File: config.mk
export PLATFORM = sky130hd
export DESIGN_NAME = wdt_twostage
export DESIGN_NICKNAME = d
export VERILOG_FILES = /design/src/rtl/wdt_pkg.sv /design/src/rtl/wdt_tick_gen.sv /design/src/rtl/wdt_down_counter.sv /design/src/rtl/wdt_stage_ctrl.sv /design/src/rtl/wdt_reg_file.sv /design/src/rtl/wdt_twostage.sv
export SDC_FILE = /design/constraint.sdc
export NUM_CORES = 1
export LEC_CHECK = 0
export BUFFER_PORTS_ARGS = -buffer_cell sky130_fd_sc_hd__buf_2
export CORE_MARGIN = 4
export CORE_UTILIZATION = 58
export CTS_CLUSTER_DIAMETER = 60
export DETAILED_ROUTE_END_ITERATION = 10
export GPL_TIMING_DRIVEN = 0
export PLACE_DENSITY = 0.9
export SETUP_SLACK_MARGIN = 0.4
export SYNTH_ARGS = -nofsm -noshare
export SYNTH_HDL_FRONTEND = slang
export SYNTH_SLANG_ARGS = --single-unit
File: constraint.sdc
create_clock -name clk -period 2.4 [get_ports clk]
set_input_delay 0.48 -clock clk [delete_from_list [all_inputs] [get_ports clk]]
set_output_delay 0.48 -clock clk [all_outputs]
set_load 0.01 [all_outputs]
File: src/rtl/wdt_pkg.sv
// Shared constants for the two-stage watchdog: bus geometry, register
// offsets and the bit positions that software decodes.
package wdt_pkg;

    localparam int WDT_ADDR_W = 5;
    localparam int WDT_DATA_W = 16;
    localparam int WDT_MIN_START = 4;

    localparam logic [WDT_ADDR_W-1:0] OFS_RELOAD = 5'h00;
    localparam logic [WDT_ADDR_W-1:0] OFS_STAT1  = 5'h04;
    localparam logic [WDT_ADDR_W-1:0] OFS_STAT2  = 5'h06;
    localparam logic [WDT_ADDR_W-1:0] OFS_CTRL   = 5'h08;
    localparam logic [WDT_ADDR_W-1:0] OFS_START  = 5'h12;

    localparam int BIT_FIRST    = 3;
    localparam int BIT_SECOND   = 1;
    localparam int BIT_BOOT     = 2;
    localparam int BIT_HALT     = 11;
    localparam int BIT_NOREBOOT = 0;

    localparam logic [WDT_DATA_W-1:0] CTRL_RST = 16'h0800;

    typedef enum logic [2:0] {
        SEL_NONE,
        SEL_RELOAD,
        SEL_STAT1,
        SEL_STAT2,
        SEL_CTRL,
        SEL_START
    } wdt_sel_e;

endpackage

File: src/rtl/wdt_tick_gen.sv
// Tick prescaler. Produces a one-cycle tick every TICK_DIV clocks while
// run is high. The phase is held at zero while stopped and restarted by
// restart. Assumes TICK_DIV >= 2.
module wdt_tick_gen #(
    parameter int TICK_DIV = 60_000_000
) (
    input  logic clk,
    input  logic rst_n,
    input  logic run,
    input  logic restart,
    output logic tick
);
    localparam int PW = $clog2(TICK_DIV);
    localparam logic [PW-1:0] LAST = PW'(TICK_DIV - 1);

    logic [PW-1:0] phase;

    // Tick is issued on the last phase value of each period.
    assign tick = run && !restart && (phase == LAST);

    // Phase counter, cleared on reset, stop or restart.
    always_ff @(posedge clk) begin
        if (!rst_n || !run || restart) begin
            phase <= '0;
        end else if (phase == LAST) begin
            phase <= '0;
        end else begin
            phase <= phase + 1'b1;
        end
    end
endmodule

File: src/rtl/wdt_down_counter.sv
// Watchdog down-counter. Loads the start value on a reload and on an
// expiry, and steps down on each tick. An expiry is a tick seen with the
// count at zero. Assumes load_val is never below the legal minimum.
module wdt_down_counter #(
    parameter int CNT_W = 10,
    parameter logic [CNT_W-1:0] START_RST = 10'd30
) (
    input  logic             clk,
    input  logic             rst_n,
    input  logic             tick,
    input  logic             load,
    input  logic [CNT_W-1:0] load_val,
    output logic [CNT_W-1:0] count,
    output logic             expire
);
    // Expiry is the tick that finds the count already at zero.
    assign expire = tick && (count == '0);

    // Count register: reload wins, then expiry reload, then decrement.
    always_ff @(posedge clk) begin
        if (!rst_n) begin
            count <= START_RST;
        end else if (load || expire) begin
            count <= load_val;
        end else if (tick) begin
            count <= count - 1'b1;
        end
    end
endmodule

File: src/rtl/wdt_stage_ctrl.sv
// Two-stage escalation. The first expiry sets the first flag. An expiry
// while that flag is set sets the second and boot flags and issues a
// one-cycle reset request unless no_reboot masks it. Set wins over a
// same-cycle write-1-to-clear.
module wdt_stage_ctrl (
    input  logic clk,
    input  logic rst_n,
    input  logic expire,
    input  logic no_reboot,
    input  logic clr_first,
    input  logic clr_second,
    input  logic clr_boot,
    output logic first_flag,
    output logic second_flag,
    output logic boot_flag,
    output logic reset_req
);
    logic escalate;

    // Second-stage event: expiry with the first stage still pending.
    assign escalate = expire && first_flag;

    // Status flags with set-over-clear priority.
    always_ff @(posedge clk) begin
        if (!rst_n) begin
            first_flag  <= 1'b0;
            second_flag <= 1'b0;
            boot_flag   <= 1'b0;
        end else begin
            first_flag  <= expire   || (first_flag  && !clr_first);
            second_flag <= escalate || (second_flag && !clr_second);
            boot_flag   <= escalate || (boot_flag   && !clr_boot);
        end
    end

    // Registered reset request pulse, gated by the no-reboot control.
    always_ff @(posedge clk) begin
        if (!rst_n) begin
            reset_req <= 1'b0;
        end else begin
            reset_req <= escalate && !no_reboot;
        end
    end
endmodule

File: src/rtl/wdt_reg_file.sv
// Register decode and storage: start value, control image and the read
// mux. Illegal start values (below the minimum) are dropped. Status bits
// come in from the stage controller and leave as write-1-to-clear strobes.
module wdt_reg_file
    import wdt_pkg::*;
#(
    parameter int CNT_W = 10,
    parameter logic [CNT_W-1:0] START_RST = 10'd30
) (
    input  logic                  clk,
    input  logic                  rst_n,
    input  logic                  bus_wr,
    input  logic [WDT_ADDR_W-1:0] bus_addr,
    input  logic [WDT_DATA_W-1:0] bus_wdata,
    output logic [WDT_DATA_W-1:0] bus_rdata,
    input  logic [CNT_W-1:0]      count,
    input  logic                  first_flag,
    input  logic                  second_flag,
    input  logic                  boot_flag,
    output logic [CNT_W-1:0]      start_val,
    output logic                  halt,
    output logic                  no_reboot,
    output logic                  reload_wr,
    output logic                  clr_first,
    output logic                  clr_second,
    output logic                  clr_boot
);
    localparam logic [CNT_W-1:0] MIN_START = CNT_W'(WDT_MIN_START);

    wdt_sel_e sel;
    logic [WDT_DATA_W-1:0] ctrl_q;
    logic [WDT_DATA_W-1:0] stat1_img;
    logic [WDT_DATA_W-1:0] stat2_img;

    // Address decode into a register select.
    always_comb begin
        unique case (bus_addr)
            OFS_RELOAD: sel = SEL_RELOAD;
            OFS_STAT1:  sel = SEL_STAT1;
            OFS_STAT2:  sel = SEL_STAT2;
            OFS_CTRL:   sel = SEL_CTRL;
            OFS_START:  sel = SEL_START;
            default:    sel = SEL_NONE;
        endcase
    end

    // Write strobes toward the counter and the stage controller.
    assign reload_wr  = bus_wr && (sel == SEL_RELOAD);
    assign clr_first  = bus_wr && (sel == SEL_STAT1) && bus_wdata[BIT_FIRST];
    assign clr_second = bus_wr && (sel == SEL_STAT2) && bus_wdata[BIT_SECOND];
    assign clr_boot   = bus_wr && (sel == SEL_STAT2) && bus_wdata[BIT_BOOT];

    // Start value register; writes below the minimum are dropped.
    always_ff @(posedge clk) begin
        if (!rst_n) begin
            start_val <= START_RST;
        end else if (bus_wr && (sel == SEL_START) &&
                     (bus_wdata[CNT_W-1:0] >= MIN_START)) begin
            start_val <= bus_wdata[CNT_W-1:0];
        end
    end

    // Control image, read back exactly as written.
    always_ff @(posedge clk) begin
        if (!rst_n) begin
            ctrl_q <= CTRL_RST;
        end else if (bus_wr && (sel == SEL_CTRL)) begin
            ctrl_q <= bus_wdata;
        end
    end

    assign halt      = ctrl_q[BIT_HALT];
    assign no_reboot = ctrl_q[BIT_NOREBOOT];

    // Status images placing each flag at its software-visible position.
    always_comb begin
        stat1_img = '0;
        stat1_img[BIT_FIRST] = first_flag;
        stat2_img = '0;
        stat2_img[BIT_SECOND] = second_flag;
        stat2_img[BIT_BOOT]   = boot_flag;
    end

    // Read mux.
    always_comb begin
        unique case (sel)
            SEL_RELOAD: bus_rdata = WDT_DATA_W'(count);
            SEL_STAT1:  bus_rdata = stat1_img;
            SEL_STAT2:  bus_rdata = stat2_img;
            SEL_CTRL:   bus_rdata = ctrl_q;
            SEL_START:  bus_rdata = WDT_DATA_W'(start_val);
            default:    bus_rdata = '0;
        endcase
    end
endmodule

File: src/rtl/wdt_twostage.sv
// Two-stage watchdog top. Connects the prescaler, the down-counter, the
// escalation logic and the register file. Assumes CNT_W <= 16 and
// START_RST >= 4.
module wdt_twostage
    import wdt_pkg::*;
#(
    parameter int TICK_DIV = 60_000_000,
    parameter int CNT_W = 10,
    parameter logic [CNT_W-1:0] START_RST = 10'd30
) (
    input  logic                  clk,
    input  logic                  rst_n,
    input  logic                  bus_wr,
    input  logic [WDT_ADDR_W-1:0] bus_addr,
    input  logic [WDT_DATA_W-1:0] bus_wdata,
    output logic [WDT_DATA_W-1:0] bus_rdata,
    output logic                  reset_req
);
    logic             tick;
    logic             expire;
    logic [CNT_W-1:0] count;
    logic [CNT_W-1:0] start_val;
    logic             halt;
    logic             no_reboot;
    logic             reload_wr;
    logic             clr_first;
    logic             clr_second;
    logic             clr_boot;
    logic             first_flag;
    logic             second_flag;
    logic             boot_flag;

    wdt_tick_gen #(.TICK_DIV(TICK_DIV)) u_tick (
        .clk     (clk),
        .rst_n   (rst_n),
        .run     (!halt),
        .restart (reload_wr),
        .tick    (tick)
    );

    wdt_down_counter #(.CNT_W(CNT_W), .START_RST(START_RST)) u_cnt (
        .clk      (clk),
        .rst_n    (rst_n),
        .tick     (tick),
        .load     (reload_wr),
        .load_val (start_val),
        .count    (count),
        .expire   (expire)
    );

    wdt_stage_ctrl u_stage (
        .clk         (clk),
        .rst_n       (rst_n),
        .expire      (expire),
        .no_reboot   (no_reboot),
        .clr_first   (clr_first),
        .clr_second  (clr_second),
        .clr_boot    (clr_boot),
        .first_flag  (first_flag),
        .second_flag (second_flag),
        .boot_flag   (boot_flag),
        .reset_req   (reset_req)
    );

    wdt_reg_file #(.CNT_W(CNT_W), .START_RST(START_RST)) u_regs (
        .clk         (clk),
        .rst_n       (rst_n),
        .bus_wr      (bus_wr),
        .bus_addr    (bus_addr),
        .bus_wdata   (bus_wdata),
        .bus_rdata   (bus_rdata),
        .count       (count),
        .first_flag  (first_flag),
        .second_flag (second_flag),
        .boot_flag   (boot_flag),
        .start_val   (start_val),
        .halt        (halt),
        .no_reboot   (no_reboot),
        .reload_wr   (reload_wr),
        .clr_first   (clr_first),
        .clr_second  (clr_second),
        .clr_boot    (clr_boot)
    );
endmodule

# ---- After elaboration in Yosys (flattened, before gate mapping)
# Cells that the tools add are included.
dict set report op_classes {
  n_addsub 2
  n_lt_le_gt_ge 1
  n_eq_ne 10
  muxes 4
  reduce_logical 34
}
# cell n
set op_table {}
lappend op_table {{16-bit one-hot mux with 5 select lines} 1}
lappend op_table {{26-bit by 1-bit adder with 26-bit output, second input constant} 1}
lappend op_table {{26-bit equality test, second input constant} 1}
lappend op_table {{10-bit 2-to-1 mux} 2}
lappend op_table {{1-bit logical AND} 17}
lappend op_table {{3-bit one-hot mux with 5 select lines} 1}
lappend op_table {{5-bit by 3-bit equality test with 1-bit output, second input constant} 2}
lappend op_table {{10-bit by 3-bit >= comparator with 1-bit output, second input constant} 1}
lappend op_table {{10-bit logical NOT} 1}
lappend op_table {{10-bit by 1-bit subtractor with 10-bit output, second input constant} 1}
lappend op_table {{1-bit logical NOT} 7}
lappend op_table {{3-bit by 2-bit equality test with 1-bit output, second input constant} 2}
lappend op_table {{3-bit equality test, second input constant} 2}
lappend op_table {{1-bit logical OR} 6}
lappend op_table {{5-bit by 4-bit equality test with 1-bit output, second input constant} 1}
lappend op_table {{5-bit equality test, second input constant} 1}
lappend op_table {{5-bit logical NOT} 1}
lappend op_table {{3-bit by 1-bit equality test with 1-bit output, second input constant} 1}
lappend op_table {{2-bit nonzero test} 1}
lappend op_table {{2-bit OR reduction} 1}
dict set report totals {
  ff_bits 66
  inputBits 24
  output_inout_bits 17
  word_cells 59
}

# ---- Longest topological paths before layout
dict set report logic_depth {
  word_depth 10
  ltp_mapped 8
  ltp_nobuf 7
}

# ---- Hierarchy
# Synthesis repeated with hierarchy kept, for this count alone.
dict set report unflattened {
  hier_cells 386
  area_unflattened_um2 3404.5
}
# module instances cells_each area_each_um2 seq_area_each_um2
set modules_own_cells {}
lappend modules_own_cells {wdt_reg_file 1 165 1426.4 520.5}
lappend modules_own_cells {wdt_tick_gen 1 141 1243.7 520.5}
lappend modules_own_cells {wdt_down_counter 1 67 590.6 200.2}
lappend modules_own_cells {wdt_stage_ctrl 1 12 140.1 80.1}
lappend modules_own_cells {wdt_twostage 1 1 3.8 0.0}

# ---- Worst setup path after synthesis
# Ideal clock, no wire load.
dict set report synth_timing {
  path_kind {in2out}
  start {input bus_addr[4]}
  end {output bus_rdata[4]}
  t_arrival_ns 1.729
  t_required_ns 1.920
  slack_ns 0.191
  cell_stages 6
  n_path_buf 2
  cell_sequence {nor3_1 and3b_1 clkbuf_1 clkbuf_1 a222oi_1 inv_1}
}
dict set report synth_between {
  elab_chain_len 4
}
# item line
set synth_lines {}
lappend synth_lines {{start, declared} wdt_twostage.sv:14} ;# input logic [WDT_ADDR_W-1:0] bus_addr,
lappend synth_lines {{5-bit equality test (tied with other cells)} wdt_reg_file.sv:37} ;# unique case (bus_addr)
lappend synth_lines {{3-bit one-hot mux with 5 select lines *} wdt_reg_file.sv:37}
lappend synth_lines {{3-bit equality test (tied with other cells)} wdt_reg_file.sv:86} ;# unique case (sel)
lappend synth_lines {{16-bit one-hot mux with 5 select lines *} wdt_reg_file.sv:86}
lappend synth_lines {{end, declared} wdt_twostage.sv:16} ;# output logic [WDT_DATA_W-1:0] bus_rdata,
# Every way passes the cells marked *; elsewhere a longest branch is shown, timed or not.

# ---- Worst setup path after layout
dict set report layout_timing {
  start {input bus_addr[1]}
  end {output bus_rdata[7]}
}
# The elaborated chain is that of the path after synthesis.

==> metrics.txt <==
CP max FO 2; Final Instance Area 0.00493 sq mm; total power draw 0.00228 W; Seq/Total Area, Yosys 0.402; WL final 16.8 mm; RSZ-0062 raised after global routing true; met1 wire length 5.41 mm; mapped cell area 0.00329 sq mm; CP Class input pin to output pin; CTS Hold Buffers Added 0; # Max-Cap Violations 0; area grow syn2layout 49.9%; Slew headroom 0.495; largest net degree at the start of global routing 11; detailed-route via count 4597; Fin Hold WS 0.367 ns; initial antenna violation count 0; DR WL met3 2.51 mm; die width 83.3 um; Async S/R FF share, synth 0; R2R setup slack -0.02 ns; Detailed Place HPWL 6.14 mm; Max Used Layer met4; Top-Level Pins 41; Primary FF master, synth dfxtp_1; worst slew pin tran 0.758 ns; total CTS buffers 9; Clk Latency, worst-skew pair 0.37 ns; Cells after Synth 411; FP Rows 27; worst path arrival time 2.10 ns; crit path capture type output pin; drt first-iter violations 1235; Pwr Density 462 mW/mm^2; synth warn 0; I/O Buffers 40; number of global-route vias before repair 3697; Final Util 0.896; count of state elements after synthesis 66; Cell Area, Placed 0.00363 sq mm; Root Buffer clkbuf_8; First-pass DRT Iterations 11; Lkg Pwr 1.88 nW; global route overflow 0; wire per inst 28.3 um; CTS sink count 66; Total Routing Usage GR 0.324; Routed Antenna Nets 0; Worst VDD drop 0.000560 V; Antenna Cells 0; Period Utilization, post-route 1.08; vias per inst 7.77; drc violations 6; mean post-synth cell area 8.01 sq um; clk_skew 0.0131 ns; endpoints failing setup 8; max-slew violation count 0; post-route setup TNS -0.504 ns; f_max 387 MHz; Clock Tree Buf Depth 2; first-pass GRT wire length 18.2 mm; Worst Setup Slack, final -0.183 ns; Synth Net Count 437; gp weighted congestion 0.933; CTS tree done; die area 0.00694 sq mm; status finished with violations; Die H 83.3 um; synth unique cells 48; core area 0.00551 sq mm; CTS clock-pin slew for the worst setup and hold paths 0.08 ns; Min Clock Period, post-route 2.58 ns; Starting Density 0.598; final hold violations 0; # nets final 542; WP data required 1.92 ns; wire length on met2 6.71 mm; fraction of layout cells with a size suffix above 1 0.377; Post-synth EDFFs 0; Hold Path Class input pin to register; CTS HTree Levels 3; Setup crit start kind input pin; violated checks design-rule violations, negative setup slack
state kept, by name (all words and copies together) (netlist names):
signal	cells
u_stage.first_flag	1
u_regs.start_val	10
u_stage.second_flag	1
u_regs.ctrl_q	16
u_stage.boot_flag	1
u_stage.reset_req	1
u_cnt.count	10
u_tick.phase	26
worst max-delay path, cell delays in order:
cell      delay, ns
buf_8          0.09
or3b_4         0.40
a21oi_4        0.17
o21bai_4       0.09
a222oi_1       0.52
nor2_1         0.15
buf_2          0.19
layout make-up:
cell class | instances | area [sq um]
multi-input cells | 307 | 2270
flip-flops and latches | 66 | 1330
repair buffers | 94 | 793
fillers | 182 | 574
plain buffers | 24 | 191
clock buffers | 13 | 169
well taps | 72 | 90.1
inverters | 14 | 52.6
clock inverters | 2 | 35.0
path summary, 6_finish.rpt:
kind / depth (start not counted) / from / end
worst max-delay path: 7 / bus_addr[1] / bus_rdata[7]
worst min-delay path: 3 / bus_wdata[0] / u_regs.ctrl_q[0]
worst max register to register: 6 / u_tick.phase[16] / u_cnt.count[7]
worst min register to register: 2 / u_regs.ctrl_q[1] / u_regs.ctrl_q[1]
synthesized netlist by cell type, types with 2 or more instances:
library cell   n  share of area
o31ai_1        4         0.0091
nor2_1        52          0.059
and3_1         9          0.017
mux2i_1       10          0.030
inv_1         14          0.016
clkbuf_1      18          0.021
and4_1         3         0.0080
a21oi_1       23          0.035
or3_1          3         0.0057
nor2b_1        5         0.0095
nand4_1       12          0.023
dfxtp_1       66           0.40
nand3_1       20          0.030
nor4_2         2         0.0076
o221ai_1       2         0.0053
nor4_1         8          0.015
buf_2          5         0.0076
a222oi_1       7          0.021
a31oi_1        3         0.0057
nor3_1         7          0.011
ha_1           2         0.0076
nor4b_1        4          0.011
or4_1          3         0.0068
a22oi_1        5          0.011
xnor2_1       16          0.043
xor2_1         8          0.021
nand2_1       62          0.071
and2_1         8          0.015
o211ai_1      11          0.025
power by group:
part / switching (W) / leakage, nW / total (W) / internal, W
logic: 0.0000861 / 1.24 / 0.000143 / 0.0000565
clock network: 0.000477 / 0.106 / 0.00104 / 0.000559
registers: 0.00000568 / 0.535 / 0.00110 / 0.00110
total: 0.000568 / 1.88 / 0.00228 / 0.00171
stage by stage:
step           std cells  worst slack, ns
2_1_floorplan        411            0.335
3_3_place_gp         523          -0.0721
3_5_place_dp         523           -0.146
4_1_cts              564           0.0942
5_1_grt              592           -0.627
6_report             592           -0.183
routing by layer:
metal | GRT usage | vias up
li1 | - | 1674
met2 | 0.547 | 639
met5 | 0 | -
met4 | 0.198 | 0
met1 | 0.378 | 2032
met3 | 0.0605 | 252
cell usage in the layout (no fill, tap or decap), drive strengths merged, types with 2 or more instances in the layout:
cell type	n
a21oi	23
a222oi	7
a22oi	5
a31oi	3
and2	8
and3	9
and4	3
buf	103
clkbuf	28
dfxtp	66
ha	2
inv	14
mux2i	10
nand2	62
nand3	20
nand4	12
nor2	52
nor2b	5
nor3	7
nor4	10
nor4b	4
o211ai	11
o221ai	2
o31ai	4
or3	3
or4	3
xnor2	16
xor2	8
cells by family (layout without fill, tap and decap cells):
group | count (synthesis) | count (layout) | share of synthesized area
adder cells (fa/ha/maj) | 2 | 2 | 0.00760
AO/OA/AOI/OAI | 65 | 65 | 0.140
buffers and inverters | 38 | 147 | 0.0452
flip-flops | 66 | 66 | 0.402
multiplexers | 11 | 11 | 0.0338
AND/OR/NAND/NOR | 205 | 205 | 0.308
XOR/XNOR | 24 | 24 | 0.0639
repair_timing:
action                     CTS  global route
gates cloned                 2             2
setup buffers               24            26
pin swaps                   38            44
setup endpoints to repair   57            61
resized for setup           57           120
Note: power is estimated with default switching activity, not from simulation.
